$ cat config.mk
export PLATFORM = sky130hd
export DESIGN_NAME = can_mode_seq
export DESIGN_NICKNAME = d
export VERILOG_FILES = /design/src/rtl/can_mode_pkg.sv /design/src/rtl/can_rst_sync.sv /design/src/rtl/can_join_detect.sv /design/src/rtl/can_settle_timer.sv /design/src/rtl/can_mode_fsm.sv /design/src/rtl/can_mode_seq.sv
export SDC_FILE = /design/constraint.sdc
export NUM_CORES = 1
export LEC_CHECK = 0
export BUFFER_PORTS_ARGS = -buffer_cell sky130_fd_sc_hd__buf_2
export CORE_UTILIZATION = 50
export CTS_CLUSTER_DIAMETER = 30
export DETAILED_ROUTE_END_ITERATION = 16
export HOLD_SLACK_MARGIN = 0.15
export PLACE_DENSITY_LB_ADDON = 0.2
export SLEW_MARGIN = 20
export SYNTH_ARGS = -nofsm -noshare
export SYNTH_HDL_FRONTEND = slang
export SYNTH_SLANG_ARGS = --single-unit
$ cat constraint.sdc
create_clock -name clk -period 0.8 [get_ports clk]
set_input_delay 0.08 -clock clk [delete_from_list [all_inputs] [get_ports clk]]
set_output_delay 0.08 -clock clk [all_outputs]
set_load 0.02 [all_outputs]
$ cat src/rtl/can_mode_pkg.sv
package can_mode_pkg;
  typedef enum logic [2:0] {
    MODE_CFG  = 3'd0,
    MODE_JOIN = 3'd1,
    MODE_IDLE = 3'd2,
    MODE_TX   = 3'd3,
    MODE_RX   = 3'd4
  } mode_e;
endpackage

$ cat src/rtl/can_rst_sync.sv
module can_rst_sync (
  input  logic clk,
  input  logic arst_n,
  output logic srst_n
);
  logic [1:0] stage_q;

  always_ff @(posedge clk or negedge arst_n) begin
    if (!arst_n) stage_q <= 2'b00;
    else         stage_q <= {stage_q[0], 1'b1};
  end

  assign srst_n = stage_q[1];
endmodule

$ cat src/rtl/can_join_detect.sv
module can_join_detect #(
  parameter int JOIN_BITS = 11
) (
  input  logic clk,
  input  logic rst_n,
  input  logic en,
  input  logic stb,
  input  logic bus_bit,
  output logic join_ok
);
  localparam int CW = $clog2(JOIN_BITS + 1);
  localparam logic [CW-1:0] LIMIT = CW'(JOIN_BITS);

  logic [CW-1:0] cnt_q, cnt_d;

  always_comb begin
    cnt_d = cnt_q;
    if (!en)                cnt_d = '0;
    else if (cnt_q == LIMIT) cnt_d = cnt_q;
    else if (stb)           cnt_d = bus_bit ? cnt_q + 1'b1 : '0;
  end

  always_ff @(posedge clk or negedge rst_n) begin
    if (!rst_n) cnt_q <= '0;
    else        cnt_q <= cnt_d;
  end

  assign join_ok = en && (cnt_q == LIMIT);

  a_r4_count_bounded: assert property (@(posedge clk) disable iff (!rst_n)
    cnt_q <= LIMIT);
  a_r4_dominant_restart: assert property (@(posedge clk) disable iff (!rst_n)
    (en && stb && !bus_bit && cnt_q != LIMIT) |=> (cnt_q == '0));
endmodule

$ cat src/rtl/can_settle_timer.sv
module can_settle_timer #(
  parameter int SETTLE = 25
) (
  input  logic clk,
  input  logic rst_n,
  input  logic run,
  output logic done
);
  localparam int TW = (SETTLE > 1) ? $clog2(SETTLE) : 1;
  localparam logic [TW-1:0] LAST = TW'(SETTLE - 1);

  logic [TW-1:0] cnt_q, cnt_d;

  always_comb begin
    if (!run)              cnt_d = '0;
    else if (cnt_q == LAST) cnt_d = cnt_q;
    else                   cnt_d = cnt_q + 1'b1;
  end

  always_ff @(posedge clk or negedge rst_n) begin
    if (!rst_n) cnt_q <= '0;
    else        cnt_q <= cnt_d;
  end

  assign done = run && (cnt_q == LAST);

  a_r5_timer_bounded: assert property (@(posedge clk) disable iff (!rst_n)
    cnt_q <= LAST);
endmodule

$ cat src/rtl/can_mode_fsm.sv
module can_mode_fsm
  import can_mode_pkg::*;
(
  input  logic  clk,
  input  logic  rst_n,
  input  logic  force_cfg,
  input  logic  join_done,
  input  logic  tx_req,
  input  logic  rx_bit,
  input  logic  bit_stb,
  input  logic  arb_lost,
  input  logic  frame_done,
  output mode_e mode_q,
  output logic  status_q,
  output logic  tx_start_q
);
  mode_e mode_d;
  logic  status_d, tx_start_d;

  always_comb begin
    mode_d = mode_q;
    unique case (mode_q)
      MODE_CFG:  mode_d = MODE_JOIN;
      MODE_JOIN: if (join_done) mode_d = MODE_IDLE;
      MODE_IDLE: begin
        if (tx_req)                 mode_d = MODE_TX;
        else if (bit_stb && !rx_bit) mode_d = MODE_RX;
      end
      MODE_TX: begin
        if (arb_lost)        mode_d = MODE_RX;
        else if (frame_done) mode_d = MODE_IDLE;
      end
      MODE_RX:   if (frame_done) mode_d = MODE_IDLE;
      default:   mode_d = MODE_CFG;
    endcase
    if (force_cfg) mode_d = MODE_CFG;

    status_d = status_q;
    if (force_cfg)      status_d = 1'b1;
    else if (join_done) status_d = 1'b0;

    tx_start_d = (mode_q == MODE_IDLE) && (mode_d == MODE_TX);
  end

  always_ff @(posedge clk or negedge rst_n) begin
    if (!rst_n) begin
      mode_q     <= MODE_CFG;
      status_q   <= 1'b1;
      tx_start_q <= 1'b0;
    end else begin
      mode_q     <= mode_d;
      status_q   <= status_d;
      tx_start_q <= tx_start_d;
    end
  end

  a_r6_start_follows_idle: assert property (@(posedge clk) disable iff (!rst_n)
    tx_start_q |-> (mode_q == MODE_TX && $past(mode_q) == MODE_IDLE));
  a_r8_arb_loss_receives: assert property (@(posedge clk) disable iff (!rst_n)
    (mode_q == MODE_TX && arb_lost && !force_cfg) |=> (mode_q == MODE_RX));
  a_r5_status_low_joined: assert property (@(posedge clk) disable iff (!rst_n)
    !status_q |-> (mode_q != MODE_CFG && mode_q != MODE_JOIN));
  a_r10_mode_legal: assert property (@(posedge clk) disable iff (!rst_n)
    mode_q inside {MODE_CFG, MODE_JOIN, MODE_IDLE, MODE_TX, MODE_RX});
endmodule

$ cat src/rtl/can_mode_seq.sv
module can_mode_seq
  import can_mode_pkg::*;
#(
  parameter int TXN       = 4,
  parameter int JOIN_BITS = 11,
  parameter int SETTLE    = 25
) (
  input  logic           clk,
  input  logic           rst_n,
  input  logic           swrst_we,
  input  logic           swrst_wdata,
  input  logic           irq_clr,
  input  logic           rx_bit,
  input  logic           bit_stb,
  input  logic [TXN-1:0] tx_pend,
  input  logic           arb_lost,
  input  logic           frame_done,
  output logic           cfg_status,
  output logic           rst_irq,
  output logic [2:0]     mode,
  output logic           tx_start
);
  logic  srst_n;
  logic  swrst_q, swrst_d;
  logic  irq_q, irq_d;
  logic  in_join, join_ok, settle_done;
  mode_e mode_q;

  can_rst_sync u_rst_sync (
    .clk    (clk),
    .arst_n (rst_n),
    .srst_n (srst_n)
  );

  always_comb begin
    swrst_d = swrst_we ? swrst_wdata : swrst_q;
    irq_d   = irq_q;
    if (swrst_d && !swrst_q) irq_d = 1'b1;
    else if (irq_clr)        irq_d = 1'b0;
  end

  always_ff @(posedge clk or negedge srst_n) begin
    if (!srst_n) begin
      swrst_q <= 1'b1;
      irq_q   <= 1'b1;
    end else begin
      swrst_q <= swrst_d;
      irq_q   <= irq_d;
    end
  end

  assign in_join = (mode_q == MODE_JOIN);

  can_join_detect #(.JOIN_BITS(JOIN_BITS)) u_join (
    .clk     (clk),
    .rst_n   (srst_n),
    .en      (in_join),
    .stb     (bit_stb),
    .bus_bit (rx_bit),
    .join_ok (join_ok)
  );

  can_settle_timer #(.SETTLE(SETTLE)) u_settle (
    .clk  (clk),
    .rst_n(srst_n),
    .run  (join_ok),
    .done (settle_done)
  );

  can_mode_fsm u_fsm (
    .clk        (clk),
    .rst_n      (srst_n),
    .force_cfg  (swrst_d),
    .join_done  (settle_done),
    .tx_req     (|tx_pend),
    .rx_bit     (rx_bit),
    .bit_stb    (bit_stb),
    .arb_lost   (arb_lost),
    .frame_done (frame_done),
    .mode_q     (mode_q),
    .status_q   (cfg_status),
    .tx_start_q (tx_start)
  );

  assign mode    = mode_q;
  assign rst_irq = irq_q;

  a_r2_swrst_forces_cfg: assert property (@(posedge clk) disable iff (!srst_n)
    (swrst_we && swrst_wdata) |=> (mode == 3'd0 && cfg_status));
  a_r2_irq_on_entry: assert property (@(posedge clk) disable iff (!srst_n)
    (swrst_we && swrst_wdata && !swrst_q) |=> rst_irq);
  a_r3_irq_holds: assert property (@(posedge clk) disable iff (!srst_n)
    (rst_irq && !irq_clr) |=> rst_irq);
endmodule

==> impl_metrics.ini <==
[outcome]
outcome = finished, violations left
violations = design-rule violations, negative setup slack

[die]
die_y_um = 43.5
start_util_pct = 55.2
die_x_um = 43.5
io_pins = 19
rows = 14
core-area_um2 = 1560
dieArea_um2 = 1890

[final_layout]
nets = 154
diodes = 0
multi_input_area_um2 = 472
drive_gt1_share_pct = 56.2
final_cell_mix = 19 x buf_4, 13 x buf_6, 12 x buf_2, 12 x dfrtp_1
utilization_pct = 91.1
layout_commonest_cell = buf_4
final_area_um2 = 1420
regArea_um2 = 458
fillCellCount = 61
area_growth_pct = 65.0

[timing]
fmax_mhz = 662
min_period_over_period_pct = 189
fin_ws_ns = -0.712
rsz0062_at_grt = yes
slew_violations = 0
hold_viol = 0
fin_tns_setup_ns = -9.48
finalSetupViolCount = 21
skew_ns = 0.00413
min_period_ns = 1.51

[pwr]
p_sw_mw = 0.438
peakVddDrop_mv = 1.22
p_leak_nw = 0.666
p_per_area_nw_per_um2 = 1280
p_seq_share_pct = 52.8
intPower_mw = 1.38
p_comb_share_pct = 17.0
clockPowerShare_pct = 30.2
swShare_pct = 24.1
p_total_mw = 1.82

[placement]
place_ws_ns = -0.686
detailed_place_hpwl_um = 1500
postPlaceCellArea_um2 = 1130
port_buffers = 18
gp_congestion = 0.951

[synthesis]
synth_top_area_share_pct = 43.6
synth.ff_latch_count = 18
synth_cell_type_count = 33
synth_seq_area_share_pct = 52.8
yosys_warnings = 0
syn_inst = 82
yosysTopAreaCell = dfrtp_1
synth_nets = 98
synth.avg_cell_area_um2 = 10.5
async_flop_share_pct = 100
synth_area_leaders = dfrtp_1 44%, dfstp_2 9.2%, ha_1 4.4%
synth_area_um2 = 861
synth-edff-count = 0
ys.flop_type = dfrtp_1

[critical_path]
path_cells = mux2_4 > or4b_4 > o22ai_2
cp_slowest_stage_delay_ns = 0.56
crit_path_start_kind = flip-flop
r2r-start = swrst_q$_DFF_PN1_
reg2regPathDepth = 3
slowest_stage = or4b_4
worst_ep_required_time_ns = 1.01
reg2reg_to = u_fsm.mode_q[2]$_DFF_PN0_
cp-end-kind = flip-flop
path_max_fanout = 2
critPathKind = flip-flop to flip-flop
critical_path_arrival_ns = 1.72
r2r_slack_ns = -0.71

[clock_network]
clock_sinks = 18
clkLatencyLatePin_ns = 0.28
htreeDepth = 1
cts_buffers = 3
clockBufferDepth = 2
cts_tree = built
cts_root_buffer = clkbuf_4
path_clk_slew_ns = 0.10
hold_buffers = 7

[global_routing]
antenna_found_initial = 0
grt_pass1_wl_um = 3970
grt_max_degree = 17
grt_pass1_vias = 884
track_usage_pct = 29.2
grt.overflow.total = 0

[worst_hold_path]
whs_path_depth = 3
worstHoldEndpoint = u_fsm.mode_q[2]$_DFF_PN0_
hold_path.startpoint = arb_lost
min_path_type = input pin to flip-flop

[route]
vias = 883
drtIter0Drc = 13
via_per_inst = 5.77
dr.pass1.iters = 10
routed_wl_um = 2690
drcViolationCount = 4
wl_per_cell_um = 17.6
postRouteAntennaNets = 0
routed-wl-met3_um = 120
wl_met1_um = 977
dr.max_layer_used = met4
route.met2.wl_um = 1490

[flow_run]
drv_cap = 0
-- cell type report --
cell class	count	area share (%)
flip-flops and latches	18	32.2
inverters	4	1.06
well taps	16	1.41
multi-input cells	60	33.2
clock buffers	4	2.56
repair buffers	51	29.5
-- critical path: cells and delay by family, from the launching register on --
| family | cells | cell delay, ns |
|---|---|---|
| multiplexers | 1 | 0.29 |
| flip-flops | 1 | 0.39 |
| AO/OA/AOI/OAI | 1 | 0.20 |
| AND/OR/NAND/NOR | 1 | 0.56 |
-- per-layer routing --
layer / up-vias / track usage (%)
met2: 35 / 56.4
met3: 12 / 4.17
met5: - / 0
met4: 0 / 7.50
met1: 438 / 33.4
li1: 398 / -
-- repair_timing --
action | CTS | global route
setup endpoints to repair | 21 | 22
pin swaps | 10 | 13
setup buffers | 4 | 3
resized for setup | 27 | 13
endpoints found under the hold margin | 6 | 1
-- how the worst max path moves through the flow --
| stage | from | to | slack (ns) | depth (start not counted) |
|---|---|---|---|---|
| finish | swrst_q$_DFF_PN1_ | u_fsm.mode_q[2]$_DFF_PN0_ | -0.71 | 3 |
| floorplan | u_fsm.mode_q[0]$_DFF_PN0_ | u_fsm.mode_q[0]$_DFF_PN0_ | -0.72 | 3 |
| detailed placement | swrst_q$_DFF_PN1_ | u_fsm.mode_q[2]$_DFF_PN0_ | -0.69 | 3 |
| global placement | u_fsm.mode_q[2]$_DFF_PN0_ | u_fsm.mode_q[1]$_DFF_PN0_ | -0.62 | 4 |
| CTS | swrst_q$_DFF_PN1_ | u_fsm.mode_q[2]$_DFF_PN0_ | -0.64 | 3 |
| global route | u_fsm.mode_q[2]$_DFF_PN0_ | u_fsm.mode_q[1]$_DFF_PN0_ | -0.75 | 4 |
-- metrics by stage --
stage	cells	hold WS, ns
global route	153	0.126
global placement	137	-0.135
finish	153	0.149
CTS	152	0.129
floorplan	82	-0.216
detailed placement	137	-0.131
-- registers in the layout, indices dropped and copies added, names as in the netlist --
signal,flops
u_fsm.mode_q,3
u_fsm.tx_start_q,1
u_rst_sync.stage_q,2
u_join.cnt_q,4
u_settle.cnt_q,5
swrst_q,1
rst_irq,1
u_fsm.status_q,1
-- cells by family after synthesis --
logic type	after synthesis	synth area share (%)
XOR/XNOR	4	4.07
AND/OR/NAND/NOR	37	24.4
adder cells (fa/ha/maj)	3	4.36
AO/OA/AOI/OAI	13	9.59
buffers and inverters	4	1.74
flip-flops	18	52.8
multiplexers	2	2.62
other	1	0.436
-- Yosys cell counts (2+ instances only) --
cell type  count
dfrtp_1       15
nand2_1        9
nor2_1         9
a21oi_1        5
inv_1          4
dfstp_2        3
ha_1           3
nand3_1        3
xor2_1         3
mux2_2         2
nand4b_1       2
nor2b_1        2
o22ai_1        2
-- power groups by stage --
stage                     combinational [mW]  clock, mW  sequential, mW
after global routing                   0.328      0.605           0.963
after CTS                              0.266      0.557           0.960
after floorplan                       0.0622          0            1.00
final                                  0.308      0.548           0.960
after global placement                 0.208          0           0.972
after detailed placement               0.215          0           0.974
No activity file was read; power rests on OpenSTA's default activity.
